[config.mk]
export PLATFORM = sky130hd
export DESIGN_NAME = wkup_timer
export DESIGN_NICKNAME = d
export VERILOG_FILES = /design/src/rtl/wkup_pkg.sv /design/src/rtl/wkup_en_sync.sv /design/src/rtl/wkup_down_cnt.sv /design/src/rtl/wkup_status.sv /design/src/rtl/wkup_timer.sv
export SDC_FILE = /design/constraint.sdc
export NUM_CORES = 1
export LEC_CHECK = 0
export BUFFER_PORTS_ARGS = -buffer_cell sky130_fd_sc_hd__clkbuf_2
export CAP_MARGIN = 0
export CORE_MARGIN = 8
export CORE_UTILIZATION = 29
export CTS_CLUSTER_DIAMETER = 60
export CTS_CLUSTER_SIZE = 25
export DETAILED_ROUTE_END_ITERATION = 7
export PLACE_DENSITY_LB_ADDON = 0.2
export SYNTH_ARGS = -nofsm -noshare
export SYNTH_HDL_FRONTEND = slang
export SYNTH_HIERARCHICAL = 1
export SYNTH_SLANG_ARGS = --single-unit
[constraint.sdc]
create_clock -name clk -period 2.09 [get_ports clk]
set_input_delay 0.209 -clock clk [delete_from_list [all_inputs] [get_ports clk]]
set_output_delay 0.209 -clock clk [all_outputs]
set_load 0.1 [all_outputs]
[src/rtl/wkup_pkg.sv]
package wkup_pkg;
  localparam int unsigned RLD_W_DEF   = 17;
  localparam int unsigned RTC_STG_DEF = 2;
  localparam int unsigned TMR_STG_DEF = 2;
endpackage

[src/rtl/wkup_en_sync.sv]
module wkup_en_sync #(
  parameter int unsigned RTC_STG = 2,
  parameter int unsigned TMR_STG = 2
) (
  input  logic clk,
  input  logic rst_n,
  input  logic en_async,
  input  logic tmr_tick,
  output logic run_o,
  output logic start_o,
  output logic busy_o
);
  logic [RTC_STG-1:0] rsync;
  logic [TMR_STG-1:0] tsync;
  logic               run_q;

  always_ff @(posedge clk or negedge rst_n) begin
    if (!rst_n) begin
      rsync <= '0;
      tsync <= '0;
      run_q <= 1'b0;
    end else begin
      rsync <= {rsync[RTC_STG-2:0], en_async};
      if (tmr_tick) begin
        tsync <= {tsync[TMR_STG-2:0], rsync[RTC_STG-1]};
        run_q <= tsync[TMR_STG-1];
      end
    end
  end

  assign run_o   = run_q;
  assign start_o = tmr_tick & tsync[TMR_STG-1] & ~run_q;
  assign busy_o  = (|rsync) | (|tsync) | run_q;

  // run only changes on a timer cycle
  assert_run_on_tick_R2: assert property (@(posedge clk) disable iff (!rst_n)
    !tmr_tick |=> $stable(run_q));
endmodule

[src/rtl/wkup_down_cnt.sv]
module wkup_down_cnt #(
  parameter int unsigned RLD_W = 17
) (
  input  logic             clk,
  input  logic             rst_n,
  input  logic             run,
  input  logic             tmr_tick,
  input  logic [RLD_W-1:0] reload,
  output logic             expire_o
);
  logic [RLD_W-1:0] cnt;

  always_ff @(posedge clk or negedge rst_n) begin
    if (!rst_n)        cnt <= '0;
    else if (!run)     cnt <= reload;
    else if (tmr_tick) cnt <= (cnt == '0) ? reload : cnt - 1'b1;
  end

  assign expire_o = run & tmr_tick & (cnt == '0);

  // stopped counter follows the reload register
  assert_stop_reload_R10: assert property (@(posedge clk) disable iff (!rst_n)
    !run |=> (cnt == $past(reload)));
endmodule

[src/rtl/wkup_status.sv]
module wkup_status (
  input  logic clk,
  input  logic rst_n,
  input  logic busy,
  input  logic expire,
  input  logic start,
  input  logic flag_clr,
  input  logic synced_clr,
  input  logic init_mode,
  output logic wr_ok_o,
  output logic flag_o,
  output logic synced_o
);
  always_ff @(posedge clk or negedge rst_n) begin
    if (!rst_n) begin
      wr_ok_o  <= 1'b1;
      flag_o   <= 1'b0;
      synced_o <= 1'b0;
    end else begin
      wr_ok_o <= ~busy;
      if (expire)        flag_o <= 1'b1;
      else if (flag_clr) flag_o <= 1'b0;
      if (start)                        synced_o <= 1'b1;
      else if (synced_clr || init_mode) synced_o <= 1'b0;
    end
  end

  // flag is sticky without a clear
  assert_flag_sticky_R5: assert property (@(posedge clk) disable iff (!rst_n)
    (flag_o && !flag_clr) |=> flag_o);
  // start beats a simultaneous clear
  assert_start_wins_R9: assert property (@(posedge clk) disable iff (!rst_n)
    start |=> synced_o);
endmodule

[src/rtl/wkup_timer.sv]
module wkup_timer #(
  parameter int unsigned RLD_W   = wkup_pkg::RLD_W_DEF,
  parameter int unsigned RTC_STG = wkup_pkg::RTC_STG_DEF,
  parameter int unsigned TMR_STG = wkup_pkg::TMR_STG_DEF
) (
  input  logic             clk,
  input  logic             rst_n,
  input  logic             en_i,
  input  logic [RLD_W-1:0] reload_i,
  input  logic             reload_we_i,
  input  logic             src_sel_i,
  input  logic             tick_i,
  input  logic             flag_clr_i,
  input  logic             irq_en_i,
  input  logic             synced_clr_i,
  input  logic             init_mode_i,
  output logic             flag_o,
  output logic             irq_o,
  output logic             wr_ok_o,
  output logic             en_synced_o
);
  logic             tmr_tick, run, start, busy, expire;
  logic [RLD_W-1:0] reload_q;

  assign tmr_tick = src_sel_i ? tick_i : 1'b1;

  always_ff @(posedge clk or negedge rst_n) begin
    if (!rst_n)                      reload_q <= '0;
    else if (reload_we_i && wr_ok_o) reload_q <= reload_i;
  end

  wkup_en_sync #(.RTC_STG(RTC_STG), .TMR_STG(TMR_STG)) u_sync (
    .clk(clk), .rst_n(rst_n), .en_async(en_i), .tmr_tick(tmr_tick),
    .run_o(run), .start_o(start), .busy_o(busy)
  );

  wkup_down_cnt #(.RLD_W(RLD_W)) u_cnt (
    .clk(clk), .rst_n(rst_n), .run(run), .tmr_tick(tmr_tick),
    .reload(reload_q), .expire_o(expire)
  );

  wkup_status u_stat (
    .clk(clk), .rst_n(rst_n), .busy(busy), .expire(expire), .start(start),
    .flag_clr(flag_clr_i), .synced_clr(synced_clr_i), .init_mode(init_mode_i),
    .wr_ok_o(wr_ok_o), .flag_o(flag_o), .synced_o(en_synced_o)
  );

  assign irq_o = flag_o & irq_en_i;

  // never write-allowed while counting
  assert_no_wr_while_run_R7: assert property (@(posedge clk) disable iff (!rst_n)
    run |-> !wr_ok_o);
  // reload frozen while writes are locked
  assert_reload_locked_R8: assert property (@(posedge clk) disable iff (!rst_n)
    !wr_ok_o |=> $stable(reload_q));
  // flag rises only from a running counter
  assert_flag_needs_run_R3: assert property (@(posedge clk) disable iff (!rst_n)
    $rose(flag_o) |-> $past(run));
  // synced status rises only as counting starts
  assert_synced_with_run_R2: assert property (@(posedge clk) disable iff (!rst_n)
    $rose(en_synced_o) |-> run);
endmodule

==> results.md, run 1 <==
- Status: finished, final reports clean
- Setup_tns: 0 ns
- Critical Path RT: between 2 and 2.5 ns
- Unrepaired setup endpoints after global routing: false
- Hold Path Class: in -> reg
- Number of fill cells: between 700 and 800
- Final Setup Violations: 0
- Die Area: roughly 0.011 mm^2
- Critical path class: reg -> reg
- Initial antenna violation count: 0
- Critical Path AT: ~2.2 ns
- First-pass GRT wire length: 9160 um
- Yosys top cell by area: dfrtp_1
- I/O Buffers: 30
- Number of global-route vias before repair: 1848
- Cell Count, Final, Fillers Out: 356
- Max FO, Critical Path: 8
- Total grt overflow: 0
- Most common cell after layout, fill and taps aside: dfrtp_1
- Seq/Total Area, Yosys: between 40% and 50%
- Endpoints failing hold: 0
- Max-cap viol count: 0
- Drt total wl: 5350 um
- Cells after Synth: 211
- Via Count: approximately 1800
- Wirelength per Cell: 15.0 um
- CORE AREA: 0.00729 mm^2
- Total leakage power: roughly 1.2 nW
- Final Skew: 0.0139 ns
- Clock sink count: 42
- GRT Overall Usage: roughly 11%
- Commonest cells after routing, fill and taps aside: dfrtp_1 (41), clkbuf_2 (30), buf_4 (19), nand2_1 (15)
- Final ANT Viol Nets: 0
- Ys async rst share: 100%
- CTS tree: yes
- Drt pass-1 iters: 4
- FMAX: 497 MHz
- Max-slew violation count: 0
- Die width: 103 um
- Std-Cell Rows: 31
- Htree depth: 2
- Total power: between 2 and 3 mW
- PwrDens: 1020 mW/mm^2
- Final Net Count: 285
- Worst Max-Slew Pin Slew: around 0.54 ns
- Synthesized area per cell: approximately 10 um^2
- Share of Yosys cell area claimed by the top area cell type: a little under half
- I/O pin count: 31
- CTS Buf Count: 5
- Worst-Skew Late Latency: 0.30 ns
- Final worst slack: 0.0793 ns
- Placed insts: 347
- Initial drt markers: 128
- Final Critical Period: 2.01 ns
- Placement Setup Slack: 0.0683 ns
- DP Wirelength: 3950 um
- DRC Markers: 0
- Crit end category: register
- Reg clk slew, reported paths: 0.09 ns
- Tcrit/Tclk final: 96.2%
- Ant diodes: 0
- Largest net degree at the start of global routing: 21
- Main flop type after synthesis: dfrtp_1
- Syn-to-layout area delta: 22.6%
- Postcts setup bufs: 0
- Syn Nets: 240
- Max_slew headroom: 63.9%
- Synthesis Warnings: 6
- CP Launch Type: register
- Flops & latches, synth: between 40 and 50
- Max clock buf depth: 2
- Die Y: about 100 um
- Placer Congestion: 0.824
- Layout cells sized above 1: 33.1%
- CTS Root Cell: clkbuf_8
- Vias/cell: 5.01
- Top cells by area, synth: dfrtp_1 (47%), mux2_4 (6.8%), mux2_2 (5.1%)
- Max VDD drop: 0.426 mV
- Number of synthesized flops with an enable pin: 0
- Yosys cell types: 47
- Hold WS: 0.00677 ns
- Synthesized area: between 0.002 and 0.0025 mm^2
- Starting density of the core: approximately 30%
-- through the flow --
| step | cell area, um^2 | util [%] |
|---|---|---|
| after floorplan | 2200 | - |
| after global placement | 2550 | 35.0 |
| after detailed placement | 2550 | 35.0 |
| after CTS | 2670 | 36.6 |
| after global routing | 2690 | 36.9 |
| final | 2690 | 36.9 |
-- worst max-delay path, cell delays in order, from the launching register on --
cell and delay, ns:
dfrtp_1 0.50, or4_1 0.65, or3_1 0.37, a311o_1 0.37
-- report_power, final --
| part | total (mW) | leakage, nW | internal (mW) | switching, mW |
|---|---|---|---|---|
| Clock | 0.654 | 0.0514 | 0.357 | 0.297 |
| Sequential | 1.31 | 0.510 | 1.04 | 0.265 |
| Combinational | 0.780 | 0.659 | 0.427 | 0.353 |
| Total | 2.74 | 1.22 | 1.82 | 0.915 |
-- sequential cells by signal, summed over array words and instances (netlist names) --
name / flops
u_stat/flag_o: 1
u_sync/tsync: 2
u_sync/run_o: 1
reload_q: 17
u_stat/synced_o: 1
u_sync/rsync: 2
u_stat/wr_ok_o: 1
u_cnt/cnt: 17
-- layer usage --
metal / part of all wire (%) / up-vias / GRT usage, %
met5: 0 / - / 0
met4: 0.69 / 0 / 3.78
met3: 5.4 / 4 / 2.57
met2: 45 / 43 / 17.9
met1: 49 / 867 / 14.4
li1: - / 870 / -
-- kinds of logic after synthesis --
family	Yosys count	share of synthesized area, %
simple gates	77	19.9
compound gates	49	14.6
flops	42	47.9
buf+inv	21	4.39
mux	20	12.0
fa+ha+maj	2	1.14
-- timing repair --
item,4_1_cts,5_1_grt
endpoints found under the setup margin,0,17
endpoints found under the hold margin,17,0
hold buffers,1,0
resized for setup,0,3
-- final cells by class --
cell class	instances	area (um^2)	share of cell area, %
sequential	42	1050	39.1
tap	99	124	4.60
inverter	9	33.8	1.26
clock inverter	2	37.5	1.39
clock buffer	6	72.6	2.70
multi-input combinational	148	1070	39.7
timing repair buffer	50	303	11.3
-- synthesized netlist by cell type, types with 3 or more instances --
master and n:
nor2_1 12, o21ai_0 12, inv_1 9, mux2_4 10, a21o_1 3, nand3_1 9, nand4_1 8, dfrtp_1 41
a21oi_1 11, nor2b_1 3, a31oi_1 3, nand2_1 15, mux2_2 10, clkbuf_1 9, o211ai_1 4, a2bb2oi_1 3
nor4_1 4, nor3_1 9
-- final timing paths --
path,startpoint,endpoint,slack (ns),cells after the start
worst max-delay path,u_cnt/cnt[2],u_cnt/cnt[9],0.08,3
worst min-delay path,en_i,u_sync/rsync[0],0.007,1
worst max register to register,u_cnt/cnt[2],u_cnt/cnt[9],0.08,3
worst min register to register,u_sync/rsync[0],u_sync/rsync[1],0.39,0
max in group asynchronous,rst_n,reload_q[1],1.10,3
min in group asynchronous,rst_n,reload_q[16],0.42,2
No activity file was read; power rests on OpenSTA's default activity.
==> run 2: changes to the inputs <==
- clock period: 2.09 -> 2.5 ns (I/O delays scaled with it)
==> run 2 against run 1 <==
Register-to-register slack improved by 0.15 ns. Largest cell class is now registers. Critical path type unchanged. Wire length decreased by 0.60%. Global-route usage decreased by 0.23 points. Total power decreased by 22%. Utilization decreased by 1.7 points.
==> results.md, run 2 (same netlist as run 1, synthesis figures left out) <==
- Status: finished, final reports clean
- Die Y: 103 um
- Critical Path AT: about 2.4 ns
- Worst Path Buf+Inv: 2
- Total power: 2.14 mW
- Reg clk slew, reported paths: around 0.080 ns
- Endpoints failing hold: 0
- Worst-Skew Late Latency: 0.29 ns
- Final Setup Violations: 0
- DP Wirelength: about 3800 um
- Vias/cell: 5.12
- Final Net Count: 274
- Number of global-route vias before repair: 1772
- Max clock buf depth: 2
- Starting density of the core: a little under a third
- Commonest cells after routing, fill and taps aside: dfrtp_1 (41), clkbuf_2 (30), nand2_1 (15), nor2_1 (12), o21ai_0 (12)
- Unrepaired setup endpoints after global routing: false
- Max_slew headroom: 50.5%
- Setup_tns: 0 ns
- Critical path class: reg -> reg
- Layout cells sized above 1: 29.3%
- FMAX: 441 MHz
- Htree depth: 2
- PwrDens: ~830 mW/mm^2
- Largest regs: reload_q x17, u_cnt/cnt x17
- Post-CTS Hold Buffers: 1
- Placed insts: 336
- Wirelength per Cell: about 15 um
- CP Launch Type: register
- Int Pwr: 1.41 mW
- Switching portion of total power: 34.1%
- Max-slew violation count: 0
- Total leakage power: 1.16 nW
- Cell Area, Placed: around 0.0025 mm^2
- CORE AREA: around 0.0073 mm^2
- I/O pin count: 31
- Syn-to-layout area delta: 17.0%
- Clock sink count: 42
- Post-cts sizing count: 0
- CTS Buf Count: 5
- Worst path max stage delay: 0.42 ns
- Final Critical Period: 2.27 ns
- Hold Path Class: in -> reg
- Max VDD drop: 0.403 mV
- First-pass GRT wire length: around 9000 um
- Die width: 103 um
- Critical Path RT: 2.67 ns
- Worst Max-Slew Pin Slew: roughly 0.74 ns
- Max-cap viol count: 0
- CP Cell Sequence: inv_1, ha_1, nor4b_1, nand4_1, buf_4, nand2_1, nor4_1, a311o_1
- Most common cell after layout, fill and taps aside: dfrtp_1
- Seq pwr share: approximately half
- Largest net degree at the start of global routing: 29
- Sw power: 0.731 mW
- Initial drt markers: 77
- I/O Buffers: 30
- Drt pass-1 iters: 4
- Crit end category: register
- Via Count: 1766
- Total grt overflow: 0
- Initial antenna violation count: 0
- Placer Congestion: 0.824
- Final ANT Viol Nets: 0
- Clock share of power: 21.1%
- DRC Markers: 0
- Postcts setup bufs: 0
- Max FO, Critical Path: 12
- CTS tree: yes
- CP max-delay cell: dfrtp_1
- Die Area: approximately 0.011 mm^2
- Ant diodes: 0
- GRT Overall Usage: 10.9%
- Number of fill cells: around 770
- Area of the multi-input gates: 0.00105 mm^2
- Hold WS: 0.0719 ns
- CTS Root Cell: clkbuf_8
- Gate power share: 28.3%
- Fin area: about 0.0026 mm^2
- Std-Cell Rows: 31
- Final Skew: 0.00479 ns
- FF+latch area: 0.00105 mm^2
- Cell Count, Final, Fillers Out: 345
- Critical path's top delay family: simple AND/OR/NAND/NOR gates
- Tcrit/Tclk final: about 91%
- Drt total wl: between 5000 and 6000 um
## run 2: worst register-to-register path, delay by kind of cell (launching register included)
kind / cells / cell delay, ns
and+or+nand+nor: 4 / 0.93
DFF: 1 / 0.42
AOI/OAI and AO/OA: 1 / 0.34
buffers and inverters: 2 / 0.31
adders and majority gates: 1 / 0.16
## run 2: worst paths after layout
kind	from	to	slack, ns	cells past startpoint
min in group asynchronous	rst_n	reload_q[6]	0.41	2
setup reg to reg	u_cnt/cnt[0]	u_cnt/cnt[9]	0.23	8
hold reg to reg	u_sync/rsync[0]	u_sync/rsync[1]	0.40	0
max in group asynchronous	rst_n	u_stat/wr_ok_o	1.33	3
setup / recovery	u_cnt/cnt[0]	u_cnt/cnt[9]	0.23	8
hold / removal	en_i	u_sync/rsync[0]	0.07	1
## run 2: final cells by class
type | instances | area share (%)
Inverter | 9 | 1.32
Clock buffer | 7 | 3.36
Multi-Input combinational cell | 148 | 40.8
Clock inverter | 1 | 0.195
Tap cell | 99 | 4.82
Timing Repair Buffer | 39 | 8.57
Sequential cell | 42 | 41.0
## run 2: per-stage QoR
step	setup slack, ns	util (%)
6_report	0.234	35.2
5_1_grt	0.0677	35.2
4_1_cts	0.245	35.2
3_5_place_dp	0.274	33.8
3_3_place_gp	0.368	33.8
2_1_floorplan	0.473	-
## run 2: power by group through the flow
stage               combinational, mW  sequential, mW  clock, mW
floorplan                       0.462            1.05          0
global placement                0.600            1.09          0
detailed placement              0.605            1.09          0
CTS                             0.611            1.08      0.468
global route                    0.681            1.12      0.501
finish                          0.607            1.08      0.452
## run 2: per-layer routing
layer	track usage [%]	routed length, um
met1	14.2	2510
met2	17.1	2430
met3	2.63	309
met4	4.34	74
met5	0	0
